### config.mk
export PLATFORM = sky130hd
export DESIGN_NAME = dma_channel
export DESIGN_NICKNAME = d
export VERILOG_FILES = /design/src/rtl/dma_pkg.sv /design/src/rtl/dma_chan_regs.sv /design/src/rtl/dma_beat_seq.sv /design/src/rtl/dma_lane_pack.sv /design/src/rtl/dma_channel.sv
export SDC_FILE = /design/constraint.sdc
export NUM_CORES = 1
export LEC_CHECK = 0
export CAP_MARGIN = 20
export CORE_MARGIN = 2
export CORE_UTILIZATION = 53
export CTS_CLUSTER_SIZE = 14
export DETAILED_ROUTE_END_ITERATION = 8
export PLACE_DENSITY = 0.9
export SLEW_MARGIN = 30
export SYNTH_ARGS = -nofsm -noshare
export SYNTH_HDL_FRONTEND = slang
export SYNTH_SLANG_ARGS = --single-unit
### constraint.sdc
create_clock -name clk -period 2.65 [get_ports clk]
set_clock_uncertainty 0.05 [all_clocks]
set_input_delay 0.53 -clock clk [delete_from_list [all_inputs] [get_ports clk]]
set_output_delay 0.53 -clock clk [all_outputs]
set_load 0.02 [all_outputs]
### src/rtl/dma_pkg.sv
package dma_pkg;
  localparam int DW = 32;
  localparam int LANES = DW / 8;
  localparam logic [1:0] SZ_RSVD = 2'b11;

  typedef enum logic [1:0] {BEAT_IDLE = 2'd0, BEAT_RD = 2'd1, BEAT_WR = 2'd2} beat_t;
  typedef enum logic [1:0] {SEL_CTRL = 2'd0, SEL_PADDR = 2'd1, SEL_MADDR = 2'd2, SEL_COUNT = 2'd3} cfg_sel_t;

  function automatic logic [2:0] sz_step(input logic [1:0] sz);
    case (sz)
      2'b00:   return 3'd1;
      2'b01:   return 3'd2;
      default: return 3'd4;
    endcase
  endfunction

  function automatic logic [DW-1:0] sz_mask(input logic [1:0] sz);
    case (sz)
      2'b00:   return DW'(32'h0000_00FF);
      2'b01:   return DW'(32'h0000_FFFF);
      default: return '1;
    endcase
  endfunction

  function automatic logic [LANES-1:0] sz_lanes(input logic [1:0] sz);
    case (sz)
      2'b00:   return LANES'(4'b0001);
      2'b01:   return LANES'(4'b0011);
      default: return '1;
    endcase
  endfunction
endpackage

### src/rtl/dma_chan_regs.sv
module dma_chan_regs
  import dma_pkg::*;
#(
  parameter int AW = 32,
  parameter int CW = 16
) (
  input  logic          clk,
  input  logic          rst_n,
  input  logic          cfg_wr,
  input  logic [1:0]    cfg_sel,
  input  logic [31:0]   cfg_wdata,
  input  logic          err_clr,
  input  logic          src_adv,
  input  logic          dst_adv,
  input  logic          cnt_dec,
  input  logic          bus_err,
  output logic          en,
  output logic          terr,
  output logic          tcif,
  output logic [1:0]    src_sz,
  output logic [1:0]    dst_sz,
  output logic [AW-1:0] src_addr,
  output logic [AW-1:0] dst_addr
);
  logic          en_q, dir_q, pinc_q, minc_q, terr_q, tcif_q;
  logic [1:0]    psz_q, msz_q;
  logic [AW-1:0] par_q, mar_q;
  logic [CW-1:0] cnt_q;
  logic          cfg_ok, p_adv, m_adv;
  logic [1:0]    n_psz, n_msz;

  assign cfg_ok = cfg_wr & ~en_q;
  assign p_adv  = dir_q ? dst_adv : src_adv;
  assign m_adv  = dir_q ? src_adv : dst_adv;
  assign n_psz  = cfg_wdata[3:2];
  assign n_msz  = cfg_wdata[5:4];

  always_ff @(posedge clk) begin
    if (!rst_n) begin
      en_q <= 1'b0; dir_q <= 1'b0; pinc_q <= 1'b0; minc_q <= 1'b0;
      terr_q <= 1'b0; tcif_q <= 1'b0; psz_q <= '0; msz_q <= '0;
      par_q <= '0; mar_q <= '0; cnt_q <= '0;
    end else begin
      if (p_adv && pinc_q) par_q <= par_q + AW'(sz_step(psz_q));
      if (m_adv && minc_q) mar_q <= mar_q + AW'(sz_step(msz_q));
      if (cnt_dec) begin
        cnt_q <= cnt_q - CW'(1);
        if (cnt_q == CW'(1)) begin
          en_q   <= 1'b0;
          tcif_q <= 1'b1;
        end
      end
      if (err_clr) terr_q <= 1'b0;
      if (bus_err) begin
        terr_q <= 1'b1;
        en_q   <= 1'b0;
      end
      if (cfg_ok) begin
        case (cfg_sel_t'(cfg_sel))
          SEL_CTRL: begin
            dir_q  <= cfg_wdata[1];
            psz_q  <= n_psz;
            msz_q  <= n_msz;
            pinc_q <= cfg_wdata[6];
            minc_q <= cfg_wdata[7];
            if (cfg_wdata[0] && !terr_q) begin
              if (n_psz == SZ_RSVD || n_msz == SZ_RSVD) terr_q <= 1'b1;
              else if (cnt_q == '0) tcif_q <= 1'b1;
              else begin
                en_q   <= 1'b1;
                tcif_q <= 1'b0;
              end
            end
          end
          SEL_PADDR: par_q <= cfg_wdata[AW-1:0];
          SEL_MADDR: mar_q <= cfg_wdata[AW-1:0];
          default:   cnt_q <= cfg_wdata[CW-1:0];
        endcase
      end
    end
  end

  assign en       = en_q;
  assign terr     = terr_q;
  assign tcif     = tcif_q;
  assign src_sz   = dir_q ? msz_q : psz_q;
  assign dst_sz   = dir_q ? psz_q : msz_q;
  assign src_addr = dir_q ? mar_q : par_q;
  assign dst_addr = dir_q ? par_q : mar_q;

  // an error flag never coexists with a live enable
  a_r7_locked_out: assert property (@(posedge clk) disable iff (!rst_n)
    terr_q |-> !en_q);
  // while enabled, addresses change only through beat advances
  a_r10_paddr_frozen: assert property (@(posedge clk) disable iff (!rst_n)
    (en_q && !p_adv) |=> $stable(par_q));
  a_r10_maddr_frozen: assert property (@(posedge clk) disable iff (!rst_n)
    (en_q && !m_adv) |=> $stable(mar_q));
  // count moves only on completed writes while running; done drops enable
  a_r9_count_hold: assert property (@(posedge clk) disable iff (!rst_n)
    (en_q && !cnt_dec) |=> $stable(cnt_q));
  a_r9_done_stops: assert property (@(posedge clk) disable iff (!rst_n)
    $rose(tcif_q) |-> !en_q);
endmodule

### src/rtl/dma_beat_seq.sv
module dma_beat_seq
  import dma_pkg::*;
(
  input  logic          clk,
  input  logic          rst_n,
  input  logic          en,
  input  logic          dreq,
  input  logic          m_ready,
  input  logic          m_err,
  input  logic [DW-1:0] m_rdata,
  input  logic [1:0]    src_off,
  output logic          m_valid,
  output logic          m_write,
  output logic          src_adv,
  output logic          dst_adv,
  output logic          cnt_dec,
  output logic          bus_err,
  output logic [DW-1:0] raw_q,
  output logic [1:0]    off_q
);
  beat_t st_q;

  assign m_valid = (st_q != BEAT_IDLE);
  assign m_write = (st_q == BEAT_WR);
  assign bus_err = m_valid & m_ready & m_err;
  assign src_adv = (st_q == BEAT_RD) & m_ready & ~m_err;
  assign dst_adv = (st_q == BEAT_WR) & m_ready & ~m_err;
  assign cnt_dec = dst_adv;

  always_ff @(posedge clk) begin
    if (!rst_n) begin
      st_q  <= BEAT_IDLE;
      raw_q <= '0;
      off_q <= '0;
    end else begin
      case (st_q)
        BEAT_IDLE: if (en && dreq) st_q <= BEAT_RD;
        BEAT_RD: if (m_ready) begin
          if (m_err) st_q <= BEAT_IDLE;
          else begin
            raw_q <= m_rdata;
            off_q <= src_off;
            st_q  <= BEAT_WR;
          end
        end
        default: if (m_ready) st_q <= BEAT_IDLE;
      endcase
    end
  end

  // a presented beat is held until accepted
  a_r2_hold_beat: assert property (@(posedge clk) disable iff (!rst_n)
    (m_valid && !m_ready) |=> (m_valid && $stable(m_write)));
  // a good read is followed directly by its write
  a_r2_read_then_write: assert property (@(posedge clk) disable iff (!rst_n)
    src_adv |=> (m_valid && m_write));
  // a finished write leaves one idle cycle
  a_r2_gap_after_write: assert property (@(posedge clk) disable iff (!rst_n)
    dst_adv |=> !m_valid);
  // an error ends bus activity
  a_r6_halt_on_error: assert property (@(posedge clk) disable iff (!rst_n)
    bus_err |=> !m_valid);
endmodule

### src/rtl/dma_lane_pack.sv
module dma_lane_pack
  import dma_pkg::*;
(
  input  logic [DW-1:0]    raw,
  input  logic [1:0]       src_off,
  input  logic [1:0]       src_sz,
  input  logic [1:0]       dst_off,
  input  logic [1:0]       dst_sz,
  output logic [DW-1:0]    wdata,
  output logic [LANES-1:0] strb
);
  logic [DW-1:0] val;
  logic [DW-1:0] lane_bits;

  assign val   = (raw >> {src_off, 3'b000}) & sz_mask(src_sz) & sz_mask(dst_sz);
  assign wdata = val << {dst_off, 3'b000};
  assign strb  = sz_lanes(dst_sz) << dst_off;

  for (genvar b = 0; b < LANES; b++) begin : g_lane
    assign lane_bits[8*b +: 8] = {8{strb[b]}};
  end

  // no data bits outside strobed lanes
  always_comb begin
    a_r4_data_in_lanes: assert ((wdata & ~lane_bits) == '0);
  end
endmodule

### src/rtl/dma_channel.sv
module dma_channel
  import dma_pkg::*;
#(
  parameter int AW = 32,
  parameter int CW = 16
) (
  input  logic          clk,
  input  logic          rst_n,
  input  logic          cfg_wr,
  input  logic [1:0]    cfg_sel,
  input  logic [31:0]   cfg_wdata,
  input  logic          err_clr,
  input  logic          dreq,
  output logic          m_valid,
  input  logic          m_ready,
  output logic          m_write,
  output logic [AW-1:0] m_addr,
  output logic [1:0]    m_size,
  output logic [31:0]   m_wdata,
  output logic [3:0]    m_strb,
  input  logic [31:0]   m_rdata,
  input  logic          m_err,
  output logic          ch_en,
  output logic          err_flag,
  output logic          done_flag
);
  logic          src_adv, dst_adv, cnt_dec, bus_err;
  logic [1:0]    src_sz, dst_sz, off_q;
  logic [AW-1:0] src_addr, dst_addr;
  logic [DW-1:0] raw_q, pk_wdata;
  logic [3:0]    pk_strb;

  dma_chan_regs #(.AW(AW), .CW(CW)) u_regs (
    .clk(clk), .rst_n(rst_n), .cfg_wr(cfg_wr), .cfg_sel(cfg_sel),
    .cfg_wdata(cfg_wdata), .err_clr(err_clr), .src_adv(src_adv),
    .dst_adv(dst_adv), .cnt_dec(cnt_dec), .bus_err(bus_err),
    .en(ch_en), .terr(err_flag), .tcif(done_flag), .src_sz(src_sz),
    .dst_sz(dst_sz), .src_addr(src_addr), .dst_addr(dst_addr)
  );

  dma_beat_seq u_seq (
    .clk(clk), .rst_n(rst_n), .en(ch_en), .dreq(dreq), .m_ready(m_ready),
    .m_err(m_err), .m_rdata(m_rdata), .src_off(src_addr[1:0]),
    .m_valid(m_valid), .m_write(m_write), .src_adv(src_adv),
    .dst_adv(dst_adv), .cnt_dec(cnt_dec), .bus_err(bus_err),
    .raw_q(raw_q), .off_q(off_q)
  );

  dma_lane_pack u_pack (
    .raw(raw_q), .src_off(off_q), .src_sz(src_sz),
    .dst_off(dst_addr[1:0]), .dst_sz(dst_sz),
    .wdata(pk_wdata), .strb(pk_strb)
  );

  assign m_addr  = m_write ? dst_addr : src_addr;
  assign m_size  = m_write ? dst_sz : src_sz;
  assign m_wdata = m_write ? pk_wdata : '0;
  assign m_strb  = m_write ? pk_strb : '0;

  // the size code never changes within a held beat
  a_r1_size_steady: assert property (@(posedge clk) disable iff (!rst_n)
    (m_valid && !m_ready) |=> $stable(m_size));
  // a disabled channel presents no beat
  a_r8_no_beat_off: assert property (@(posedge clk) disable iff (!rst_n)
    (!ch_en && !m_valid) |=> !m_valid);
endmodule

### Word-level counts from Yosys, hierarchy flattened

Cells that the tools add are included.

* register bits after elaboration: 126
* input bits: 73
* output and inout bits: 75

* add/subtract/negate cells: 3
* eq/ne operators: 13
* shift operators: 3
* muxes and demuxes: 54
* bitwise gates (word level): 11
* reductions and logical operators: 19

Operators by type and width (count)
* $mux 32: 10
* $pmux 32 s2: 2
* $add 32x3->32: 2
* $and 32x32->32: 2
* $mux 16: 3
* $shl 32x5->32: 1
* $shr 32x5->32: 1
* $mux 1: 23
* $eq 16x1->1 const B: 1
* $logic_not 16->1: 1
* $sub 16x1->16 const B: 1
* $mux 2: 7
* $eq 2x1->1 const B: 6
* $logic_not 2->1: 6
* $mux 3: 4
* $pmux 3 s2: 2
* $eq 2x2->1 const B: 4
* $pmux 4 s2: 1
* $and 1x1->1: 7
* $reduce_and 3->1: 2
* $logic_and 1x1->1: 4
* $mux 4: 1
* $pmux 2 s2: 1
* $reduce_bool 2->1: 2
* other kinds (8): 9

### Logic depth before layout (Yosys ltp)

* depth in word-level cells: 11
* mapped depth: 9
* mapped depth without buffers: 8

### Modules after synthesis

From an unflattened synthesis, not the netlist that was laid out.

* cell total of the unflattened synthesis: 1070
* area total of the unflattened synthesis: 9095.0 µm²

Modules (own cells, without submodules)
* dma_chan_regs: instances 1, cells each 674, area an instance 5675.4 µm², sequential area each 1801.7 µm²
* dma_beat_seq: instances 1, cells each 161, area an instance 1506.4 µm², sequential area each 720.7 µm²
* dma_lane_pack: instances 1, cells each 157, area an instance 1079.8 µm², sequential area each 0.0 µm²
* dma_channel: instances 1, cells each 78, area an instance 833.3 µm², sequential area each 0.0 µm²

### Worst setup path after synthesis

Ideal clock, no wire load.

* path type: register to output
* start point: register u_regs.dir_q
* end point: output m_wdata[23]
* arrival time: 1.984 ns
* slack: 0.086 ns
* cell stages (with the launch flop): 6
* path through: dfxtp_1 buf_6 mux2_2 nor4_1 a222oi_1 nor2_1

* longest elaborated chain between the ends: 7
* elaborated cells on any way between the ends: 13

RTL lines
* from (decl): RTL line dma_chan_regs.sv:25 `logic en_q, dir_q, pinc_q, minc_q, terr_q, tcif_q;`
* from (signal assigned): RTL line dma_chan_regs.sv:61 `dir_q <= cfg_wdata[1];`
* $mux 2: RTL line dma_chan_regs.sv:86 `assign src_sz = dir_q ? msz_q : psz_q;`
* $eq 2x1->1 or $logic_not 2->1 (tied branches): RTL line dma_pkg.sv:18 `case (sz)`
* $pmux 32 s2: RTL line dma_pkg.sv:18
* $and 32x32->32 (2 in series): RTL line dma_lane_pack.sv:15 `assign val = (raw >> {src_off, 3'b000}) & sz_mask(src_sz) & sz_mask(dst_sz);`
* $shl 32x5->32 *: RTL line dma_lane_pack.sv:16 `assign wdata = val << {dst_off, 3'b000};`
* $mux 32 *: RTL line dma_channel.sv:57 `assign m_wdata = m_write ? pk_wdata : '0;`
* to (decl): RTL line dma_channel.sv:19 `output logic [31:0] m_wdata,`

Mark *: on every way between the ends. The rest lies on a longest branch, timed or not.

### Final worst setup path

* start point: register u_seq.off_q[0]
* end point: output m_wdata[23]

* longest elaborated chain between the ends: 5

RTL lines
* from (decl): RTL line dma_beat_seq.sv:19 `output logic [1:0] off_q`
* from (signal assigned): RTL line dma_beat_seq.sv:42 `off_q <= src_off;`
* $shr 32x5->32: RTL line dma_lane_pack.sv:15
* $and 32x32->32 (2 in series): RTL line dma_lane_pack.sv:15
* $shl 32x5->32: RTL line dma_lane_pack.sv:16
* $mux 32: RTL line dma_channel.sv:57

No other way between the ends.

==> metrics.cfg <==
[global_route]
grt_pass1_wl_um=44600
number_of_global_route_vias_before_repair=8413
grt_use_total_pct=35.0
globalRoute.totalOverflow=0
antenna_violations_before_repair=1
grt_max_degree=64

[synth]
synth_largest_area_cell=sky130_fd_sc_hd__dfxtp_1
async_set_reset_flop_share_out_of_synthesis_pct=0
post_synth_xor_area_fraction_pct=8.23
synthesis.area_per_instance_sq_um=8.06
synthDistinctLibCells=52
synth_compound_gate_area_share_pct=17.8
ys_top_cells_by_area=sky130_fd_sc_hd__dfxtp_1 (32%), sky130_fd_sc_hd__a21oi_1 (6.8%), sky130_fd_sc_hd__xnor2_1 (6.4%)
dominantRegCellSynth=sky130_fd_sc_hd__dfxtp_1
synth_cells=964
post_synthesis_simple_gate_area_fraction_pct=23.3
synth.net_count=1048
yosys-top-cells-count=sky130_fd_sc_hd__dfxtp_1 (126), sky130_fd_sc_hd__nand2_1 (115), sky130_fd_sc_hd__a21oi_1 (105)
combinational_family_with_the_most_area_after_synthesis=simple AND/OR/NAND/NOR gates
number_of_synthesized_flops_with_an_enable_pin=0
synth.yosys.seq_area_share_pct=32.5
yosys.area.top_type_share_pct=32.5
yosysMostFrequentCell=sky130_fd_sc_hd__dfxtp_1
yosys_warnings=0
post_synth_instance_area_sq_mm=0.00777
post_synth_mux_area_share_pct=11.8
synth.ff_latch_count=126
synth_adder_area_share_pct=1.96

[hold_path]
min_path_type=reg -> reg

[critical_path]
setup.worst_path.start_class=flip-flop
critical_path.n_buffers_inverters=2
cp-end-kind=output port
stage_delay_of_the_slowest_cell_on_the_critical_path_ns=0.41
worst-setup-path-type=reg -> out
timing.critical_path.max_delay_family=compound AO/OA/AOI/OAI gates
critical_path_arrival_ns=2.16
path_max_fanout=25
cp_data_required_time_ns=2.07
worstPathCellList=buf_12 -> mux2i_1 -> o22ai_1 -> and2_1 -> a222oi_1 -> nor2_1 -> buf_2
slowest_stage=sky130_fd_sc_hd__a222oi_1

[floorplanning]
floorplan.initialDensity_pct=53.9
std_cell_rows=44
dieHeight_um=125
die_area_sq_mm=0.0157
io_pins=148
floorplan.die.width_um=125
core_sq_mm=0.0144

[run]
maxCapViolations=0

[clock_network]
ctsLongestPathBuffers=2
worst_skew_pair.late_latency_ns=0.42
clkSlewWorstSetupHoldPaths_ns=0.05
cts_tree=done
cts.root.buffer_cell=sky130_fd_sc_hd__clkbuf_16
cts_inserted_buffers=17
htree_num_levels=4
tritoncts_num_sinks=126

[placed_design]
place_congestion=0.902
placedInstanceArea_sq_mm=0.00975
cell_count_after_placement=1288
placement.io_buffers=147
dp_hpwl_um=17200

[cells_and_area]
num-fill-cells=971
area.growth.synth_to_final_pct=34.1
drive_above_1_share_pct=21.5
finalNonFillerCells=1336
finish.net_count=1222
design_area_sq_mm=0.0104
utilization_after_layout_pct=72.3

[timing]
hold_violations=0
finalSetupViolations=13
postLayoutSetupSlackWorst_ns=-0.0870
period_minus_slack_ns=2.74
max_freq_ghz=0.365
report.final.slew_viol_count=0
unrepaired_setup_endpoints_after_global_routing=true
finalCritPeriodShare_pct=103
worst-slew-pin-transition_ns=0.805
slew-limit-headroom_pct=45.8

[drt]
post_drt_via_cell_ratio=6.53
dr.first_iter.drc_count=1160
drc_violations_left=0
average_routed_wire_per_standard_cell_um=21.3
ant_nets=0
route.final.wire_length_um=28500
routed-via-count=8728
first_pass_iters=7

[power_and_ir_drop]
vdd_ir_drop_max_mv=0.416
static-leakage-power_nw=3.77
power-per-cell-area_mw_per_mm2=482

[status]
violated_checks=setup timing
outcome=finished with violations

## report_power, final
part	total (W)	internal, W	switching [W]
clock network	0.00233	0.00151	0.000826
registers	0.00205	0.00196	0.0000897
logic	0.000642	0.000305	0.000337
## layout by cell type (no fill, tap or decap), types with 7 or more instances in the layout
cell type	netlist	final
sky130_fd_sc_hd__buf_12	0	8
sky130_fd_sc_hd__mux2i_1	43	40
sky130_fd_sc_hd__xor2_1	16	16
sky130_fd_sc_hd__nor3_1	21	21
sky130_fd_sc_hd__nor4_2	11	11
sky130_fd_sc_hd__a22oi_1	8	8
sky130_fd_sc_hd__dfxtp_1	126	123
sky130_fd_sc_hd__inv_1	9	7
sky130_fd_sc_hd__clkbuf_2	0	11
sky130_fd_sc_hd__nand3b_1	9	9
sky130_fd_sc_hd__and2_1	12	12
sky130_fd_sc_hd__dlygate4sd2_1	0	9
sky130_fd_sc_hd__o22ai_1	17	17
sky130_fd_sc_hd__mux2_2	43	40
sky130_fd_sc_hd__clkdlybuf4s50_1	0	77
sky130_fd_sc_hd__o21ai_0	73	66
sky130_fd_sc_hd__nand2_1	115	113
sky130_fd_sc_hd__a222oi_1	8	8
sky130_fd_sc_hd__a21oi_1	105	105
sky130_fd_sc_hd__buf_6	3	8
sky130_fd_sc_hd__and3_1	21	21
sky130_fd_sc_hd__xnor2_1	57	55
sky130_fd_sc_hd__nor4_1	12	11
sky130_fd_sc_hd__buf_2	9	34
sky130_fd_sc_hd__nand3_1	19	19
sky130_fd_sc_hd__ha_1	9	9
sky130_fd_sc_hd__clkbuf_16	0	17
sky130_fd_sc_hd__buf_4	1	75
sky130_fd_sc_hd__nand4_1	19	19
sky130_fd_sc_hd__nor2_1	63	59
sky130_fd_sc_hd__and4_1	10	10
sky130_fd_sc_hd__a211oi_1	19	19
## kinds of logic (layout without fill, tap and decap cells)
logic type,Yosys count,after routing
fa+ha+maj,11,11
compound gates,242,242
flops,126,126
other cells,0,1
buf+inv,82,269
xor+xnor,73,73
mux,86,86
simple gates,344,344
## state kept, by name (all words and copies together) (netlist names), 2 cells and up
register and count:
u_regs.psz_q 2, u_regs.cnt_q 16, u_regs.par_q 32, u_seq.st_q 2
u_seq.off_q 2, u_seq.raw_q 32, u_regs.mar_q 32, u_regs.msz_q 2
## routing by layer
metal | track usage (%) | wire length [um] | vias up
met5 | 0 | 0 | -
met4 | 17.6 | 1510 | 0
met3 | 8.56 | 3070 | 163
met2 | 57.9 | 13500 | 689
met1 | 42.5 | 10400 | 4028
li1 | - | - | 3848
## area by class of cell
| type | count | area [sq um] | area share, % |
|---|---|---|---|
| Multi-Input combinational cell | 756 | 5030 | 48.3 |
| Sequential cell | 126 | 2530 | 24.3 |
| Timing Repair Buffer | 227 | 2000 | 19.1 |
| Clock buffer | 27 | 513 | 4.92 |
| Tap cell | 184 | 230 | 2.21 |
| Clock inverter | 5 | 77.6 | 0.744 |
| Inverter | 10 | 43.8 | 0.420 |
| Antenna cell | 1 | 2.50 | 0.0240 |
## per-stage QoR
stage | power [W] | worst slack, ns | hold WS (ns) | setup TNS, ns
floorplan | 0.00237 | 0.0859 | 0.386 | 0
global placement | 0.00266 | -0.0694 | 0.404 | -0.694
detailed placement | 0.00268 | -0.217 | 0.410 | -2.01
CTS | 0.00498 | -0.0833 | 0.435 | -0.163
global route | 0.00518 | -0.133 | 0.469 | -1.27
finish | 0.00503 | -0.0870 | 0.438 | -0.426
## tightest hold or removal path, delay by kind of cell (launching register included)
family	cells	cell delay (ns)
AO/OA/AOI/OAI	1	0.06
flip-flops	1	0.32
AND/OR/NAND/NOR	1	0.06
## worst paths after layout
kind | endpoint | start | cells after the start | slack [ns]
hold reg to reg | u_seq.raw_q[5]$_SDFFE_PN0P_ | u_seq.raw_q[5]$_SDFFE_PN0P_ | 2 | 0.44
setup reg to reg | u_regs.mar_q[19]$_SDFF_PN0_ | u_regs.msz_q[0]$_SDFFE_PN0P_ | 9 | 0.12
setup / recovery | m_wdata[23] | u_seq.off_q[0]$_SDFFE_PN0P_ | 7 | -0.09
hold / removal | u_seq.raw_q[5]$_SDFFE_PN0P_ | u_seq.raw_q[5]$_SDFFE_PN0P_ | 2 | 0.44
## repair_timing
action	4_1_cts	5_1_grt
pin swaps	8	6
hold buffers	0	0
gates resized for setup	259	50
setup buffers	8	3
gates cloned	4	0
endpoints found under the hold margin	0	0
setup endpoints to repair	70	67
Power figures use the tool's default switching activity.
